## src/rtl/swd_pkg.sv

```systemverilog
// Package: shared constants and the ratio-field decode for the watchdog.
// Assumes the 3-bit ratio field uses the inverted code (111 shortest).
package swd_pkg;

    localparam int RATIO_W = 3;
    localparam int MAX_SHIFT = 11;          // longest post ratio is 2**11
    localparam int POST_W = MAX_SHIFT;      // post counter reaches 2**11-1
    localparam int SHIFT_W = 4;

    // Map the inverted ratio code to a log2 post-division amount.
    // Inverted value v: 0..3 -> shift v, 4..7 -> shift 2v-3 (5,7,9,11).
    function automatic logic [SHIFT_W-1:0] ratio_shift(input logic [RATIO_W-1:0] code);
        logic [RATIO_W-1:0] v;
        logic [SHIFT_W-1:0] w;
        v = ~code;
        w = {1'b0, v};
        if (v[2]) begin
            return (w << 1) - 4'd3;
        end
        return w;
    endfunction

endpackage

```

## src/rtl/swd_stage_div.sv

```systemverilog
// Module: one divide-by-DIV stage of the watchdog prescaler chain.
// Counts step pulses and emits a pulse on the step that wraps the count.
// Assumes DIV >= 2; a synchronous clear has priority over counting.
module swd_stage_div #(
    parameter int DIV = 8
) (
    input  logic clk,
    input  logic rst_n,
    input  logic clr,
    input  logic step,
    output logic pulse
);
    localparam int CW = $clog2(DIV);
    localparam logic [CW-1:0] LAST = CW'(DIV - 1);

    logic [CW-1:0] cnt;
    logic          wrap;

    // Decode the wrap point and the outgoing pulse.
    always_comb begin
        wrap  = (cnt == LAST);
        pulse = step & wrap;
    end

    // Advance the stage count on each step, clearing on reset or clear.
    always_ff @(posedge clk) begin
        if (!rst_n || clr) begin
            cnt <= '0;
        end else if (step) begin
            cnt <= wrap ? '0 : cnt + 1'b1;
        end
    end
endmodule

```

## src/rtl/swd_post_cnt.sv

```systemverilog
// Module: post-divider counter that decides watchdog expiry.
// Counts base-period pulses against a limit of 2**shift. The compare is
// ">= limit-1", so a ratio lowered mid-run takes effect at the next base
// pulse without clearing the count. Clear blocks expiry in its own cycle.
module swd_post_cnt
    import swd_pkg::*;
(
    input  logic               clk,
    input  logic               rst_n,
    input  logic               clr,
    input  logic               step,
    input  logic [SHIFT_W-1:0] shift,
    output logic               expire
);
    logic [POST_W-1:0] cnt;
    logic [POST_W:0]   lim_m1;
    logic              hit;

    // Form the limit from the decoded shift and compare the count against it.
    always_comb begin
        lim_m1 = ({{POST_W{1'b0}}, 1'b1} << shift) - 1'b1;
        hit    = ({1'b0, cnt} >= lim_m1);
        expire = step & hit & ~clr;
    end

    // Count base pulses; restart from zero on expiry, clear or reset.
    always_ff @(posedge clk) begin
        if (!rst_n || clr) begin
            cnt <= '0;
        end else if (step) begin
            cnt <= hit ? '0 : cnt + 1'b1;
        end
    end
endmodule

```

## src/rtl/slow_watchdog.sv

```systemverilog
// Module: watchdog timer driven by a slow tick enable.
// Chain: unit stage (UNIT_TICKS ticks) -> base stage (BASE_DIV) -> post
// divider selected by the inverted ratio field. Expiry gives a registered
// one-cycle reset request, and a wake request when stop mode is high.
// Assumes wd_on is static in normal use and slow_tick is a one-cycle strobe.
module slow_watchdog
    import swd_pkg::*;
#(
    parameter int UNIT_TICKS = 4,
    parameter int BASE_DIV   = 8
) (
    input  logic               clk,
    input  logic               rst_n,
    input  logic               slow_tick,
    input  logic               wd_on,
    input  logic               kick,
    input  logic [RATIO_W-1:0] ratio_sel,
    input  logic               stop_mode,
    output logic               rst_req,
    output logic               wake_req
);
    logic               clr;
    logic               tick_q;
    logic               unit_p;
    logic               base_p;
    logic               expire;
    logic [SHIFT_W-1:0] shift;
    logic               rst_q;
    logic               wake_q;

    // Qualify ticks by the enable; kick or disable clears all stages.
    always_comb begin
        clr    = kick | ~wd_on;
        tick_q = slow_tick & wd_on;
        shift  = ratio_shift(ratio_sel);
    end

    generate
        if (UNIT_TICKS > 1) begin : g_unit
            swd_stage_div #(.DIV(UNIT_TICKS)) u_unit (
                .clk  (clk),
                .rst_n(rst_n),
                .clr  (clr),
                .step (tick_q),
                .pulse(unit_p)
            );
        end else begin : g_unit_bypass
            assign unit_p = tick_q;
        end

        if (BASE_DIV > 1) begin : g_base
            swd_stage_div #(.DIV(BASE_DIV)) u_base (
                .clk  (clk),
                .rst_n(rst_n),
                .clr  (clr),
                .step (unit_p),
                .pulse(base_p)
            );
        end else begin : g_base_bypass
            assign base_p = unit_p;
        end
    endgenerate

    swd_post_cnt u_post (
        .clk   (clk),
        .rst_n (rst_n),
        .clr   (clr),
        .step  (base_p),
        .shift (shift),
        .expire(expire)
    );

    // Register the expiry into one-cycle reset and wake requests.
    always_ff @(posedge clk) begin
        if (!rst_n) begin
            rst_q  <= 1'b0;
            wake_q <= 1'b0;
        end else begin
            rst_q  <= expire;
            wake_q <= expire & stop_mode;
        end
    end

    assign rst_req  = rst_q;
    assign wake_req = wake_q;
endmodule

```

## config.mk

```make
export PLATFORM = sky130hd
export DESIGN_NAME = slow_watchdog
export DESIGN_NICKNAME = d
export VERILOG_FILES = /design/src/rtl/swd_pkg.sv /design/src/rtl/swd_stage_div.sv /design/src/rtl/swd_post_cnt.sv /design/src/rtl/slow_watchdog.sv
export SDC_FILE = /design/constraint.sdc
export NUM_CORES = 1
export LEC_CHECK = 0
export ABC_CLOCK_PERIOD_IN_PS = 2810
export BUFFER_PORTS_ARGS = -buffer_cell sky130_fd_sc_hd__buf_2
export CAP_MARGIN = 15
export CORE_UTILIZATION = 57
export CTS_CLUSTER_DIAMETER = 120
export DETAILED_ROUTE_END_ITERATION = 10
export GPL_ROUTABILITY_DRIVEN = 0
export PLACE_DENSITY_LB_ADDON = 0.25
export REMOVE_ABC_BUFFERS = 1
export SYNTH_ARGS = -nofsm -noshare
export SYNTH_HDL_FRONTEND = slang
export SYNTH_SLANG_ARGS = --single-unit
```

## constraint.sdc

```tcl
create_clock -name clk -period 2.81 [get_ports clk]
set_input_delay 0.7025 -clock clk [delete_from_list [all_inputs] [get_ports clk]]
set_output_delay 0.7025 -clock clk [all_outputs]
set_load 0.01 [all_outputs]
```

==> Word-level counts from Yosys, hierarchy flattened <==
Index checks and enable logic that the tools add are counted.
{ "word_totals": {"inputBits": 9, "output_inout_bits": 2, "regBits": 18, "word_cells": 32} }
{ "op_classes": {"bitwise_logic": 10, "shift": 1, "n_lt_le_gt_ge": 1, "n_reduce_logical": 2, "n_eq_ne": 2, "addsub": 5, "mux": 6} }
{ "ops": {"columns": ["cell", "count"], "rows": [
  ["11-bit by 12-bit greater-or-equal comparator with 1-bit output", 1],
  ["1-bit by 4-bit left shift with 12-bit output (first input constant)", 1],
  ["12-bit by 1-bit subtractor with 12-bit output (second input constant)", 1],
  ["11-bit by 1-bit adder with 11-bit output (second input constant)", 1],
  ["11-bit 2-to-1 mux", 1],
  ["4-bit 2-to-1 mux", 2],
  ["1-bit bitwise AND", 6],
  ["4-bit by 2-bit subtractor with 4-bit output (second input constant)", 1],
  ["3-bit by 1-bit adder with 3-bit output (second input constant)", 1],
  ["3-bit == test (second input constant)", 1],
  ["3-bit 2-to-1 mux", 1],
  ["3-bit NOT", 1],
  ["2-bit by 1-bit adder with 2-bit output (second input constant)", 1],
  ["2-bit == test (second input constant)", 1],
  ["2-bit 2-to-1 mux", 1],
  ["1-bit NOT", 2],
  ["1-bit logical NOT", 1],
  ["1-bit logical OR", 1],
  ["1-bit 2-to-1 mux", 1],
  ["1-bit OR", 1]
]} }

==> Depth between registers and ports, before layout <==
{ "depth": {"ltp_word": 10, "mapped_depth": 7, "depth_no_buf": 7} }

==> By module <==
Synthesis repeated with hierarchy kept, for this count alone.
{ "hier_totals": {"cells_unflattened": 155, "hier_area_um2": 1378.8} }
{ "by_module_without_submodules": {"columns": ["mod", "cells_each", "seq_area_each_um2", "area_per_inst_um2", "n_inst"], "rows": [
  ["swd_post_cnt", 121, 220.2, 1038.5, 1],
  ["swd_stage_div (g_base.u_base)", 14, 60.1, 148.9, 1],
  ["swd_stage_div (g_unit.u_unit)", 10, 40.0, 102.6, 1],
  ["slow_watchdog", 10, 40.0, 88.8, 1]
]} }

==> Worst setup path after synthesis <==
OpenSTA, ideal clock, no wires.
{ "synth_timing": {"path_type": "input to register", "start": "input ratio_sel[0]", "end": "register rst_q (netlist: rst_req)", "required_ns": 2.694, "t_arrival_ns": 2.415, "setup_ns": 0.116, "n_path_buf": 0, "cell_stages": 6, "setup_slack_ns": 0.279, "path_cell_list": "or3_1 > ha_1 > a21o_2 > a2111oi_4 > a21oi_4 > and2_2"} }
{ "synth_between": {"elab_chain_cells": 9} }
{ "synth_rtl": {"columns": ["item", "line", "text"], "rows": [
  ["start: declaration", "slow_watchdog.sv:17", "input logic [RATIO_W-1:0] ratio_sel,"],
  ["3-bit NOT (*)", "swd_pkg.sv:15", "v = ~code;"],
  ["4-bit by 2-bit subtractor with 4-bit output", "swd_pkg.sv:18", "return (w << 1) - 4'd3;"],
  ["4-bit 2-to-1 mux", "swd_pkg.sv:17", "if (v[2]) begin"],
  ["4-bit 2-to-1 mux (*)", "swd_pkg.sv:20", "return w;"],
  ["1-bit by 4-bit left shift with 12-bit output (*)", "swd_post_cnt.sv:21", "lim_m1 = ({{POST_W{1'b0}}, 1'b1} << shift) - 1'b1;"],
  ["12-bit by 1-bit subtractor with 12-bit output (*)", "swd_post_cnt.sv:21", null],
  ["11-bit by 12-bit greater-or-equal comparator with 1-bit output (*)", "swd_post_cnt.sv:22", "hit = ({1'b0, cnt} >= lim_m1);"],
  ["1-bit bitwise AND (*) (2 in series)", "swd_post_cnt.sv:23", "expire = step & hit & ~clr;"],
  ["end signal: assignment", "slow_watchdog.sv:79", "rst_q <= expire;"],
  ["end: declaration", "slow_watchdog.sv:28", "logic rst_q;"]
]} }
Mark *: on every way between the ends. The rest lies on a longest branch, timed or not. The select of a mux whose other input is x is not followed.
A chain may end at the register's enable or synchronous reset.

==> Worst setup path in the final report <==
Ends and elaborated chain as after synthesis.

==> results.cfg <==
[status]
outcome = complete, no violations

[clock_tree]
cts_tree = yes
cts_setup_buffers = 0
htreeDepth = 1
insertion_delay_ns = 0.30
clock_tree.root_cell = clkbuf_4
numCtsBuffers = 3
clk_path_buf_depth = 2
cts.hold.buffers_added = 0
clk_pin_slew_worst_paths_ns = 0.10
clock_sinks = 18
post_cts_resize_count = 0

[synth]
synth_cells = 126
synthDistinctLibCells = 35
synth_top_cell_by_area = dfxtp_1
ys.flop_type = dfxtp_1
synth-edff-count = 0
synthMuxAreaShare = 0.0177
syn_avg_cell_area_um2 = 8.97
ys_warn_count = 0
syn_area_um2 = 1130
synth-simple-area-share = 0.281
synth_top_area_frac = 0.319
seq_area_frac_synth = 0.319
synth-adder-area-share = 0.166
synth_top_family_by_area = simple AND/OR/NAND/NOR gates
ys_ff_latch = 18
synth-xor-area-share = 0.0543
synthTopCellsByArea = dfxtp_1 (32%), ha_1 (17%), xnor2_1 (5.4%), a21oi_1 (4.4%), nor3_1 (4.4%)
synthArstFlopShare = 0
synth-compound-area-share = 0.145

[worst_setup_path]
cp-start-kind = primary input
required_ns = 3.01
path_max_fanout = 9
critPathSlowestCell = a2111oi_4
worstSetupPathDepth = 7
reg2reg_slack_ns = 0.86
slowest_delay_ns = 0.53
worstPathArrival_ns = 2.70
rr_worst_depth = 5
end_kind = register
crit_buf_inv = 1
critical_path.top_delay_family = compound AO/OA/AOI/OAI gates
critPathKind = primary input to register
cp_cell_sequence = buf_2 > or3_1 > ha_1 > a21o_2 > a2111oi_4 > a21oi_4 > and2_2

[placed_design]
hpwl_mm = 1.79
io_buffer_count = 10

[timing]
whs_ns = 0.480
slew_viol_final = 0
tightest_slew_ns = 0.632
relSlewSlack = 0.577
layout_min_cycle_time_ns = 2.50
tns_ns = 0
timing.final.crit_share = 0.888
fin_worst_skew_ns = 0.000656
hold_violations = 0
rsz0062_at_grt = false
fmax_ghz = 0.401
setup_violations = 0

[floorplanning]
ios = 11
die_w_um = 46.5
num_rows = 15
die_area_um2 = 2160
start_util = 0.634
die_h_um = 46.5
core_um2 = 1780

[hold_path]
holdPathStages = 2
hold_class = register to register

[routing]
dr.first_iter.drc_count = 33
postRouteAntennaNets = 0
drc = 0
vias = 971
wl_mm = 2.33
drt_first_pass_iters = 4
via_per_inst = 5.92
wl_per_cell_um = 14.2

[finish]
drive_above_1_share = 0.173
fill_cells = 144
final_common_cell = dfxtp_1
fin_util = 0.698
diodes = 0
synthToLayoutAreaGrowth_pct = 10.1
nNetsFinal = 164
final_cell_mix = dfxtp_1 (18), ha_1 (15), nor2_1 (12)

[global_routing]
grt_pass1_wl_mm = 4.13
grt_pass1_vias = 950
antenna_found_initial = 0
grtUsageTotal = 0.272
grt_overflow = 0
grt_max_degree = 18

[power]
leakagePower_nw = 0.506
ir_drop_uv = 229
p_per_area_nw_per_um2 = 364

[job]
cap_violations = 0
-- synthesized netlist by cell type, types with 2 or more instances --
master / instances
xnor2_1: 7
a21oi_1: 10
dfxtp_1: 18
nand3_1: 3
o211ai_1: 2
nand2_1: 11
inv_1: 4
or3_1: 2
nor3_1: 10
and3_1: 2
nor2_1: 12
mux2i_1: 2
and4_1: 2
a21o_1: 2
ha_1: 15
nand4_1: 5
-- area by class of cell --
cell class	count	area, um2	area share
Sequential cell	18	360	0.290
Clock buffer	4	36.3	0.0292
Multi-Input combinational cell	103	751	0.604
Timing Repair Buffer	10	50.0	0.0402
Tap cell	25	31.3	0.0252
Inverter	4	15.0	0.0121
-- final timing paths --
kind | from | end
worst max-delay path | ratio_sel[0] | rst_req
worst min-delay path | g_unit.u_unit.cnt[1] | g_unit.u_unit.cnt[1]
worst max register to register | u_post.cnt[9] | rst_req
worst min register to register | g_unit.u_unit.cnt[1] | g_unit.u_unit.cnt[1]
-- per-layer routing --
metal | GRT usage | part of all wire | wire length [um]
met3 | 0.0863 | 0.061 | 142
met4 | 0.0706 | 0.011 | 25
met1 | 0.342 | 0.43 | 991
met5 | 0 | 0 | 0
met2 | 0.442 | 0.50 | 1170
-- worst register-to-register path, cell delays in order, from the launching register on --
cell	delay, ns
dfxtp_1	0.36
ha_1	0.33
a21o_2	0.24
a2111oi_4	0.53
a21oi_4	0.17
and2_2	0.23
-- power by group --
group | internal [W] | switching, W
clock network | 0.0000791 | 0.0000832
registers | 0.000255 | 0.000000220
logic | 0.0000134 | 0.0000213
-- registers in the layout (all words and copies together), names as in the netlist --
name / count
rst_req: 1
g_base.u_base.cnt: 3
g_unit.u_unit.cnt: 2
wake_req: 1
u_post.cnt: 11
-- kinds of logic after synthesis --
group,count (synthesis)
compound gates,21
buf+inv,5
xor+xnor,7
simple gates,58
flops,18
fa+ha+maj,15
mux,2
-- per-stage QoR --
stage,power [W],cells,cell area [um2],worst slack [ns]
6_report,0.000452,164,1240,0.314
3_5_place_dp,0.000295,160,1210,-0.00278
4_1_cts,0.000455,164,1240,0.316
2_1_floorplan,0.000280,125,1130,0.279
3_3_place_gp,0.000293,160,1210,0.0644
5_1_grt,0.000475,164,1240,0.248
No activity file was read; power rests on OpenSTA's default activity.
